File: config.mk
export PLATFORM = sky130hd
export DESIGN_NAME = dlist_walker
export DESIGN_NICKNAME = d
export VERILOG_FILES = /design/src/rtl/dlist_walker.sv
export SDC_FILE = /design/constraint.sdc
export NUM_CORES = 1
export LEC_CHECK = 0
export BUFFER_PORTS_ARGS = -buffer_cell sky130_fd_sc_hd__clkbuf_2
export CORE_UTILIZATION = 25
export CTS_BUF_LIST = sky130_fd_sc_hd__clkbuf_8
export CTS_CLUSTER_DIAMETER = 40
export DETAILED_ROUTE_END_ITERATION = 12
export PLACE_DENSITY = 0.54
export SKIP_CTS_REPAIR_TIMING = 1
export SLEW_MARGIN = 20
export SYNTH_ARGS = -nofsm -noshare
export SYNTH_HDL_FRONTEND = slang
export SYNTH_SLANG_ARGS = --single-unit
File: constraint.sdc
create_clock -name clk -period 3.6 [get_ports clk]
set_input_delay 0.9 -clock clk [delete_from_list [all_inputs] [get_ports clk]]
set_output_delay 0.9 -clock clk [all_outputs]
set_load 0.1 [all_outputs]
File: src/rtl/dlist_walker.sv
module dlist_walker #(
  parameter int AW     = 32,
  parameter int DW     = 32,
  parameter int LEN_W  = 12,
  parameter int STRIDE = 16
) (
  input  logic             clk,
  input  logic             rst_n,
  input  logic             base_wr,
  input  logic [AW-1:0]    base_in,
  input  logic             poll,
  output logic             mem_req,
  output logic [AW-1:0]    mem_addr,
  input  logic             mem_ack,
  input  logic [DW-1:0]    mem_rdata,
  output logic             xfer_valid,
  output logic [AW-1:0]    xfer_addr,
  output logic [LEN_W-1:0] xfer_len,
  output logic             xfer_eof,
  input  logic             xfer_done,
  output logic             suspended,
  output logic [AW-1:0]    cur_desc
);

  localparam int OWN_BIT = DW - 1;
  localparam int LS_BIT  = DW - 2;
  localparam int SZ2_LO  = LEN_W;
  localparam int CH_BIT  = 2 * LEN_W;
  localparam int EOR_BIT = 2 * LEN_W + 1;

  typedef enum logic [2:0] {S_IDLE, S_RD, S_BUF1, S_BUF2, S_NEXT, S_SUSP} st_t;

  st_t              state;
  logic [1:0]       widx;
  logic [AW-1:0]    cur, base_r, b1, b2;
  logic [LEN_W-1:0] sz1, sz2;
  logic             ls, chain, eor;
  logic             stopped;

  assign stopped    = (state == S_IDLE) || (state == S_SUSP);
  assign mem_req    = (state == S_RD);
  assign mem_addr   = cur + AW'({widx, 2'b00});
  assign xfer_valid = ((state == S_BUF1) && (sz1 != '0)) ||
                      ((state == S_BUF2) && !chain && (sz2 != '0));
  assign xfer_addr  = (state == S_BUF2) ? b2 : b1;
  assign xfer_len   = (state == S_BUF2) ? sz2 : sz1;
  assign xfer_eof   = ls && ((state == S_BUF2) || chain || (sz2 == '0));
  assign suspended  = (state == S_SUSP);
  assign cur_desc   = cur;

  always_ff @(posedge clk or negedge rst_n) begin
    if (!rst_n) begin
      state  <= S_IDLE;
      widx   <= '0;
      cur    <= '0;
      base_r <= '0;
      b1     <= '0;
      b2     <= '0;
      sz1    <= '0;
      sz2    <= '0;
      ls     <= 1'b0;
      chain  <= 1'b0;
      eor    <= 1'b0;
    end else begin
      if (base_wr) begin
        base_r <= base_in;
        if (stopped) cur <= base_in;
      end
      case (state)
        S_IDLE, S_SUSP: begin
          if (poll) begin
            state <= S_RD;
            widx  <= '0;
          end
        end
        S_RD: begin
          if (mem_ack) begin
            case (widx)
              2'd0: begin
                ls <= mem_rdata[LS_BIT];
                if (!mem_rdata[OWN_BIT]) state <= S_SUSP;
                else widx <= 2'd1;
              end
              2'd1: begin
                sz1   <= mem_rdata[LEN_W-1:0];
                sz2   <= mem_rdata[SZ2_LO +: LEN_W];
                chain <= mem_rdata[CH_BIT];
                eor   <= mem_rdata[EOR_BIT];
                widx  <= 2'd2;
              end
              2'd2: begin
                b1   <= AW'(mem_rdata);
                widx <= 2'd3;
              end
              default: begin
                b2    <= AW'(mem_rdata);
                state <= S_BUF1;
              end
            endcase
          end
        end
        S_BUF1: if ((sz1 == '0) || xfer_done) state <= S_BUF2;
        S_BUF2: if (chain || (sz2 == '0) || xfer_done) state <= S_NEXT;
        S_NEXT: begin
          cur   <= chain ? b2 : (eor ? base_r : cur + AW'(STRIDE));
          state <= S_RD;
          widx  <= '0;
        end
        default: state <= S_IDLE;
      endcase
    end
  end


  mem_hold_chk: assert property (@(posedge clk) disable iff (!rst_n)
    mem_req && !mem_ack |=> mem_req && $stable(mem_addr));


  xfer_hold_chk: assert property (@(posedge clk) disable iff (!rst_n)
    xfer_valid && !xfer_done |=> xfer_valid && $stable(xfer_addr) && $stable(xfer_len));


  zero_len_chk: assert property (@(posedge clk) disable iff (!rst_n)
    xfer_valid |-> xfer_len != '0);


  susp_quiet_chk: assert property (@(posedge clk) disable iff (!rst_n)
    suspended |-> !mem_req && !xfer_valid);


  run_ptr_chk: assert property (@(posedge clk) disable iff (!rst_n)
    base_wr && xfer_valid |=> $stable(cur_desc));

endmodule

* Yosys cells after proc, flatten, opt, wreduce, memory -nomap -nowiden
Cells that the tools add are included.
** Word-level totals
- Flip-flop bits (word level) :: 160
- Word-level logic and storage cells :: 79
- Input bits :: 70
** Operators by class
- Multiplexer cells :: 19
- Reduce and logical (&&, ||, !) cells :: 31
- Bitwise operators :: 1
- Add/subtract/negate cells :: 2
- Equal/unequal tests :: 15
** Operators by type and width (count)
- $mux W32 :: 6
- $add A32 B4 Y32 :: 1
- $add A32 B5 Y32 const B :: 1
- $logic_not A12 Y1 :: 2
- $reduce_bool A12 Y1 :: 2
- $mux W3 :: 5
- $pmux W3 S5 :: 1
- $mux W12 :: 1
- $pmux W2 S3 :: 2
- $reduce_and A3 Y1 :: 4
- $logic_or A1 B1 Y1 :: 7
- $eq A3 B2 Y1 const B :: 2
- $eq A3 B3 Y1 const B :: 2
- $mux W2 :: 3
- $ne A2 B1 Y1 const B :: 3
- $ne A3 B3 Y1 const B :: 2
- $pmux W3 S2 :: 1
- $reduce_and A6 Y1 :: 1
- $reduce_and A5 Y1 :: 1
- $logic_and A1 B1 Y1 :: 4
- $ne A2 B2 Y1 const B :: 2
- $ne A4 B1 Y1 const B :: 1
- $reduce_bool A2 Y1 :: 2
- $reduce_or A2 Y1 :: 2
- other kinds (10) :: 10

* Depth between registers and ports, before layout
Gate-level depths: netlist (run 1).
- Word-level depth :: 5
- Gate-level depth with buffers :: 8
- Mapped depth without buffers :: 7

* Worst setup path before layout (run 1)
OpenSTA, ideal clock, no wires.
- Path type :: register to output
- Start :: reg cur[2], in the netlist cur_desc[2]
- End :: out mem_addr[30]
- Stages on the path, launching flop included :: 9
- Path slack :: -1.474 ns
- Arrival time :: 4.174 ns
- Data required time :: 2.700 ns
- Cell sequence :: dfrtp_1 ha_1 inv_1 fa_1 clkbuf_1 nor4_1 and2b_1 nand3_1 xnor2_1
** Between the ends
- Word-level cells in the longest chain between the ends :: 1
** RTL lines
- start, declared :: RTL line 35 : logic [AW-1:0] cur, base_r, b1, b2;
- start signal, assigned :: RTL line 67 : if (stopped) cur <= base_in;
- start signal, assigned :: RTL line 105 : cur <= chain ? b2 : (eor ? base_r : cur + AW'(STRIDE));
- $add A32 B4 Y32 :: RTL line 42 : assign mem_addr = cur + AW'({widx, 2'b00});
- end, declared :: RTL line 13 : output logic [AW-1:0] mem_addr,
Every way passes these cells.

* Final worst setup path (run 1)
- Start :: reg cur[4], in the netlist cur_desc[4]
- End :: out mem_addr[27]
The elaborated chain is that of the path after synthesis.

==> qor.yml, run 1 <==
outcome: "finished, final reports clean"
syn_inst: 787
root_buffer: "clkbuf_8"
io_buffers: 181
path_class: "reg -> out"
synth_top_cell_by_area: "dfrtp_1"
fin_area_um2: 11800
grt_max_degree: 61
clk-insertion-delay-late_ps: 470
final_nets: 1044
vias_per_cell: 4.94
fmax_ghz: 0.287
wl_mm: 30.3
core-area_um2: 34500
critPathMaxFanout: 8
synth.ff_latch_count: 160
grt.total_usage: 0.171
finalCriticalPeriod_ps: 3490
antenna_left: 0
area_growth_pct: 34.5
synth_commonest_cells: "mux2_2 (168), dfrtp_1 (160), nand2_1 (52)"
syn_nets: 865
period_share: 0.969
clk_pin_slew_worst_paths_ps: 110
finalSetupViolations: 0
die_w_um: 189
clk_path_buf_depth: 2
first_pass_iters: 5
cts_tree: "yes"
cp.arrival_ps: 2590
hp-class: "in -> async"
synth-edff-count: 0
ys_async_sr_fraction: 1.00
antenna_found_initial: 2
yosys-top-cells-area: "dfrtp_1 (46%), mux2_2 (22%), xnor2_1 (2.5%), nand3_1 (2.2%), nand2_1 (2.2%)"
critPathCaptureType: "output pin"
remaining_drc_errors: 0
cts.sinks: 160
max_cap_violations: 0
slew_headroom: 0.392
synth_seq_area_share: 0.458
yosysMostFrequentCell: "mux2_2"
final_hold_viol_count: 0
yosys_warnings: 0
die_h_um: 189
rows: 68
worstSetupStartpointType: "flip-flop"
place_hpwl_mm: 22.5
crit_required_ps: 2700
dieArea_um2: 35700
synth_area_um2: 8750
syn_avg_cell_area_um2: 11.1
dpl-instance-area_um2: 11200
drtIter0Drc: 432
wl_per_cell_um: 21.1
grt_pass1_vias: 7187
htree_levels: 4
via_count: 7085
drive_above_1_share: 0.513
grt_pass1_wl_mm: 45.9
n_fill_cell: 3526
worstMarginPinSlew_ps: 911
skew_ps: 21.1
ys.flop_type: "dfrtp_1"
cts_inserted_buffers: 17
synth_top_area_frac: 0.458
io_pins: 182
gr-total-overflow: 0
place_congestion: 0.924
yosysUniqueCellTypes: 72
finalMaxSlewViolations: 0
rsz0062_at_grt: "no"
initial_utilization: 0.254
==> per-layer routing <==
layer	part of all wire	track usage	up-vias
met5	0	0	-
met2	0.45	0.265	232
met4	0.014	0.0425	0
li1	-	-	3259
met1	0.47	0.238	3570
met3	0.061	0.0424	24
==> worst max-delay path, stage by stage, from the launching register on <==
cell	delay, ps
dfrtp_2	470
nand3_2	190
or4_4	630
nor2_4	240
nand3_1	210
xnor2_4	200
buf_12	190
==> flip-flops by register name, summed over array words and instances, names as in the netlist <==
name      flops
base_r       32
sz2          12
b1           32
sz1          12
ls            1
state         3
cur_desc     32
eor           1
chain         1
widx          2
b2           32
==> layout by cell type (no fill, tap or decap), types with 4 or more instances in the layout <==
master and count:
mux2_2 168, dfrtp_1 136, clkbuf_2 129, nand2_1 52, buf_4 48, buf_12 40
nand3_1 36, nor2_1 32, a21oi_1 26, dfrtp_2 19, clkbuf_8 17, o21ai_0 14
inv_1 13, nand4_1 13, xnor2_4 12, a31oi_1 12, nor3_1 9, mux2i_1 9
nor4_1 8, a211oi_1 8, o22ai_1 8, xnor2_2 7, nand2b_1 7, and3_1 7
o211ai_1 7, clkinv_8 7, xnor2_1 6, o221ai_1 6, ha_1 6, nand3_2 5
xor2_2 5, a221o_1 5, dfrtp_4 5, a32oi_1 4, o31ai_1 4, o2bb2ai_1 4
a311o_1 4
==> cell type report <==
class	instances	area, µm²	area share
antenna	1	2.50	0.000213
clock buffer	17	234	0.0199
clock inverter	15	190	0.0162
inverter	15	56.3	0.00478
multi-input combinational	554	4850	0.412
sequential	160	4050	0.344
tap	455	569	0.0484
timing repair buffer	218	1820	0.154
==> final timing paths <==
kind	slack, ps	depth (start not counted)	start	to
max in group asynchronous	2220	2	rst_n	b2[10]$_DFFE_PN0P_
hold reg to reg	510	1	b1[13]$_DFFE_PN0P_	b1[13]$_DFFE_PN0P_
setup / recovery	110	6	cur_desc[4]$_DFFE_PN0P_	mem_addr[27]
min in group clk	510	1	b1[13]$_DFFE_PN0P_	b1[13]$_DFFE_PN0P_
setup reg to reg	990	6	state[1]$_DFFE_PN0P_	cur_desc[13]$_DFFE_PN0P_
hold / removal	400	1	rst_n	cur_desc[18]$_DFFE_PN0P_
==> logic make-up after synthesis <==
logic type	count (synthesis)	share of synthesized area
adders and majority gates	9	0.0136
muxes	177	0.227
buffers and inverters	73	0.0386
and+or+nand+nor	200	0.119
DFF	160	0.458
AOI/OAI and AO/OA	133	0.110
xor gates and xnor gates	35	0.0350
==> through the flow <==
step / worst slack [ps] / setup TNS, ps / hold slack (ps) / std cells / utilization
5_1_grt: 0.198 / 0 / 415 / 1435 / 0.342
6_report: 113 / 0 / 397 / 1435 / 0.342
2_1_floorplan: -303 / -351 / 473 / 787 / -
4_1_cts: -135 / -734 / 405 / 1423 / 0.338
3_5_place_dp: 420 / 0 / 488 / 1391 / 0.325
3_3_place_gp: 440 / 0 / 481 / 1391 / 0.325
Power of run 1 is not shown: default switching activity piles up to over one toggle a cycle in this logic, so the estimate is an artifact.
==> run 2, diff against run 1 <==
Settings changed: CORE_MARGIN set to 2.
==> run 2 against run 1 <==
Highest routed layer unchanged. Global-route usage shrank 0.24 points. Sequential cell count unchanged. Critical endpoint is now mem_addr[26]. Cell count about the same.
==> qor.yml, run 2 (synthesized netlist as in run 1, its figures left out) <==
dieArea_um2: 36500
remaining_drc_errors: 0
hp-class: "in -> async"
die_w_um: 191
place_hpwl_mm: 22.7
final-seq-area_um2: 4050
global_route.peak_usage_layer: "met2"
antenna_left: 0
crit_path_top_delay_cell: "dfrtp_4"
slew_headroom: 0.391
whs_ps: 359
final_nets: 1044
multi_input_area_um2: 4860
finalSetupViolations: 0
critPathCaptureType: "output pin"
worst_path_largest_cell_delay_ps: 540
worstMarginPinSlew_ps: 913
first_pass_iters: 5
grt.total_usage: 0.169
use_met3: 0.0312
finalCriticalPeriod_ps: 3480
initial_utilization: 0.254
drtIter0Drc: 479
place_congestion: 0.902
worstSetupStartpointType: "flip-flop"
gr-total-overflow: 0
final_hold_viol_count: 0
cts_inserted_buffers: 17
drive_above_1_share: 0.512
gr-usage-met2: 0.258
area_growth_pct: 33.8
critPathMaxFanout: 11
grt_max_degree: 65
final_cell_mix: "mux2_2 (168), clkbuf_2 (137), dfrtp_1 (136), nand2_1 (52), buf_4 (41)"
grt_pass1_vias: 7122
clk_pin_slew_worst_paths_ps: 110
htree_levels: 4
antenna_found_initial: 2
outcome: "finished, final reports clean"
path_class: "reg -> out"
io_pins: 182
clk-insertion-delay-late_ps: 480
grt_pass1_wl_mm: 46.1
n_fill_cell: 3516
rsz0062_at_grt: "yes"
vias_per_cell: 4.97
core-area_um2: 34500
rows: 68
crit_required_ps: 2700
path_buf_inv: 2
max_cap_violations: 0
layout_commonest_cell: "mux2_2"
cts.sinks: 160
root_buffer: "clkbuf_8"
period_share: 0.967
postLayoutSetupSlackWorst_ps: 117
skew_ps: 18.6
finalSetupTns_ps: 0
crit_family: "simple AND/OR/NAND/NOR gates"
io_buffers: 181
via_count: 7134
cts_tree: "yes"
fmax_ghz: 0.287
finalMaxSlewViolations: 0
cp.arrival_ps: 2580
dp_slack_ps: 393
die_h_um: 191
wl_per_cell_um: 21.3
wl_mm: 30.6
use_met1: 0.242
cp_cell_sequence: "nand4_1 > buf_4 > nor2_1 > nand3_1 > xnor2_4 > buf_12"
clk_path_buf_depth: 2
run 2: cell count changes in the layout (fill, tap and decap cells not counted), sizes merged:
cell | before | now
buf | 89 | 80
clkbuf | 146 | 155
clkinvlp | 1 | 2
clkinv | 9 | 4
diode | 1 | 2
nor2 | 37 | 38
inv | 20 | 23
run 2: layer usage:
layer | wire (µm) | up-vias
li1 | - | 3260
met1 | 14600 | 3616
met2 | 14000 | 233
met3 | 1640 | 25
met4 | 447 | 0
met5 | 0 | -
run 2: area by class of cell:
type | instances | area share
Multi-Input combinational cell | 555 | 0.415
Sequential cell | 160 | 0.346
Timing Repair Buffer | 217 | 0.151
Tap cell | 455 | 0.0486
Clock buffer | 18 | 0.0212
Clock inverter | 14 | 0.0137
Inverter | 15 | 0.00481
Antenna cell | 2 | 0.000428
run 2: final timing paths:
| check | startpoint | depth (start not counted) | to | slack, ps |
|---|---|---|---|---|
| min in group clk | b1[16]$_DFFE_PN0P_ | 1 | b1[16]$_DFFE_PN0P_ | 510 |
| max in group asynchronous | rst_n | 2 | cur_desc[22]$_DFFE_PN0P_ | 2470 |
| setup / recovery | cur_desc[16]$_DFFE_PN0P_ | 6 | mem_addr[26] | 120 |
| setup reg to reg | state[1]$_DFFE_PN0P_ | 7 | cur_desc[10]$_DFFE_PN0P_ | 870 |
| hold reg to reg | b1[16]$_DFFE_PN0P_ | 1 | b1[16]$_DFFE_PN0P_ | 510 |
| hold / removal | rst_n | 1 | cur_desc[18]$_DFFE_PN0P_ | 360 |
run 2: through the flow:
step	utilization	cell area (µm²)	std cells
after floorplan	-	9180	787
after global placement	0.323	11100	1387
after detailed placement	0.323	11100	1387
after CTS	0.335	11500	1419
after global routing	0.340	11700	1435
final	0.340	11700	1436
Power of run 2 is left out for the same reason.
==> run 3, diff against run 2 <==
==> constraint.sdc (replaced) <==
create_clock -name clk -period 3.6 [get_ports clk]
set_input_delay 0.54 -clock clk [delete_from_list [all_inputs] [get_ports clk]]
set_output_delay 0.54 -clock clk [all_outputs]
set_load 0.1 [all_outputs]
==> run 3 against run 2 <==
Global-route usage down 0.38 points. Critical path depth up 3. Clock skew fell by 0.84 ps. Die area is the same. Count of clock-buffer cells in the layout fell by 1. Wire length decreased by 2.4%. Utilization shrank 1.6 points. Register-to-register slack improved by 310 ps. Via count down 0.60%. First-iteration DRC count up 8.1%. Largest cell class unchanged.
==> qor.yml, run 3 (synthesized netlist as in run 1, its figures left out) <==
crit_required_ps: 3060
place_hpwl_mm: 22.5
wl_per_cell_um: 21.0
finalSetupViolations: 0
dp_slack_ps: 418
dr_wl_met2_mm: 13.4
remaining_drc_errors: 0
die_h_um: 191
dieArea_um2: 36500
routed-wl-met3_mm: 1.84
root_buffer: "clkbuf_8"
clk-insertion-delay-late_ps: 460
vias_per_cell: 4.98
gr-total-overflow: 0
clk_path_buf_depth: 2
postLayoutSetupSlackWorst_ps: 181
io_buffers: 181
htree_levels: 4
io_pins: 182
fin_area_um2: 11200
grt_pass1_wl_mm: 45.4
fmax_ghz: 0.292
outcome: "finished, final reports clean"
via_count: 7091
grt_pass1_vias: 6989
period_share: 0.950
hp-class: "in -> reg"
cts_tree: "yes"
layout_commonest_cell: "mux2_2"
worstSetupStartpointType: "flip-flop"
die_w_um: 191
max_cap_violations: 0
path_class: "reg -> out"
finalCriticalPeriod_ps: 3420
antenna_found_initial: 1
dpl-instance-area_um2: 10700
rows: 68
top_layer_used: "met5"
fin_util: 0.324
grt_max_degree: 101
clk_pin_slew_worst_paths_ps: 110
drive_above_1_share: 0.479
final_nets: 1033
first_pass_iters: 5
place_congestion: 0.870
whs_ps: 333
cts.sinks: 160
initial_utilization: 0.254
worstMarginPinSlew_ps: 758
final_cell_mix: "mux2_2 (168), dfrtp_1 (156), clkbuf_2 (149), nand2_1 (52), buf_4 (44)"
area_growth_pct: 27.6
core-area_um2: 34500
n_antenna_cell: 0
slew_headroom: 0.490
finalMaxSlewViolations: 0
grt.total_usage: 0.165
cp.arrival_ps: 2880
wl_met1_mm: 14.4
cts_inserted_buffers: 17
critPathMaxFanout: 5
final_hold_viol_count: 0
rsz0062_at_grt: "no"
antenna_left: 0
skew_ps: 17.7
critPathCaptureType: "output pin"
drtIter0Drc: 518
wl_mm: 29.9
-- run 3: cell count changes in the layout (fill, tap and decap cells not counted), sizes merged --
cell and delta:
clkbuf +11, clkinv +1, clkinvlp -1, nor2 -1, dlygate4sd3 +1, buf -23, diode -2, bufinv +1
-- run 3: layer usage --
| metal | global-route usage | up-vias |
|---|---|---|
| li1 | - | 3233 |
| met1 | 0.245 | 3598 |
| met2 | 0.248 | 244 |
| met3 | 0.0352 | 14 |
| met4 | 0.0274 | 2 |
| met5 | 0 | - |
-- run 3: path summary, 6_finish.rpt --
kind	cells past startpoint	start	endpoint	slack, ps
worst max-delay path	9	widx[0]$_DFFE_PN0P_	mem_addr[22]	180
worst min-delay path	2	base_in[21]	base_r[21]$_DFFE_PN0P_	330
worst max register to register	5	state[2]$_DFFE_PN0P_	cur_desc[31]$_DFFE_PN0P_	1180
worst min register to register	1	b1[28]$_DFFE_PN0P_	b1[28]$_DFFE_PN0P_	510
max in group asynchronous	3	rst_n	cur_desc[3]$_DFFE_PN0P_	2180
min in group asynchronous	2	rst_n	b1[17]$_DFFE_PN0P_	500
-- run 3: cell type report --
cell class              count  area, µm²
clock buffers              17        234
fillers                  3552      23300
multi-input cells         554       4790
inverters                  15       56.3
well taps                 455        569
repair buffers            207       1310
flip-flops and latches    160       4010
clock inverters            15        186
-- run 3: worst max-delay path, stage by stage, from the launching register on --
cell and delay (ps):
dfrtp_1 420, ha_1 200, inv_1 50, fa_1 450, nor4_1 330, buf_4 190, and2b_4 240, nand2_1 150
xnor2_4 200, buf_12 190
-- run 3: per-stage QoR --
step                      setup TNS, ps  instances
after floorplan                    -513        787
after global placement                0       1390
after detailed placement              0       1390
after CTS                          -244       1422
after global routing                  0       1423
final                                 0       1423
Power of run 3 is left out for the same reason.
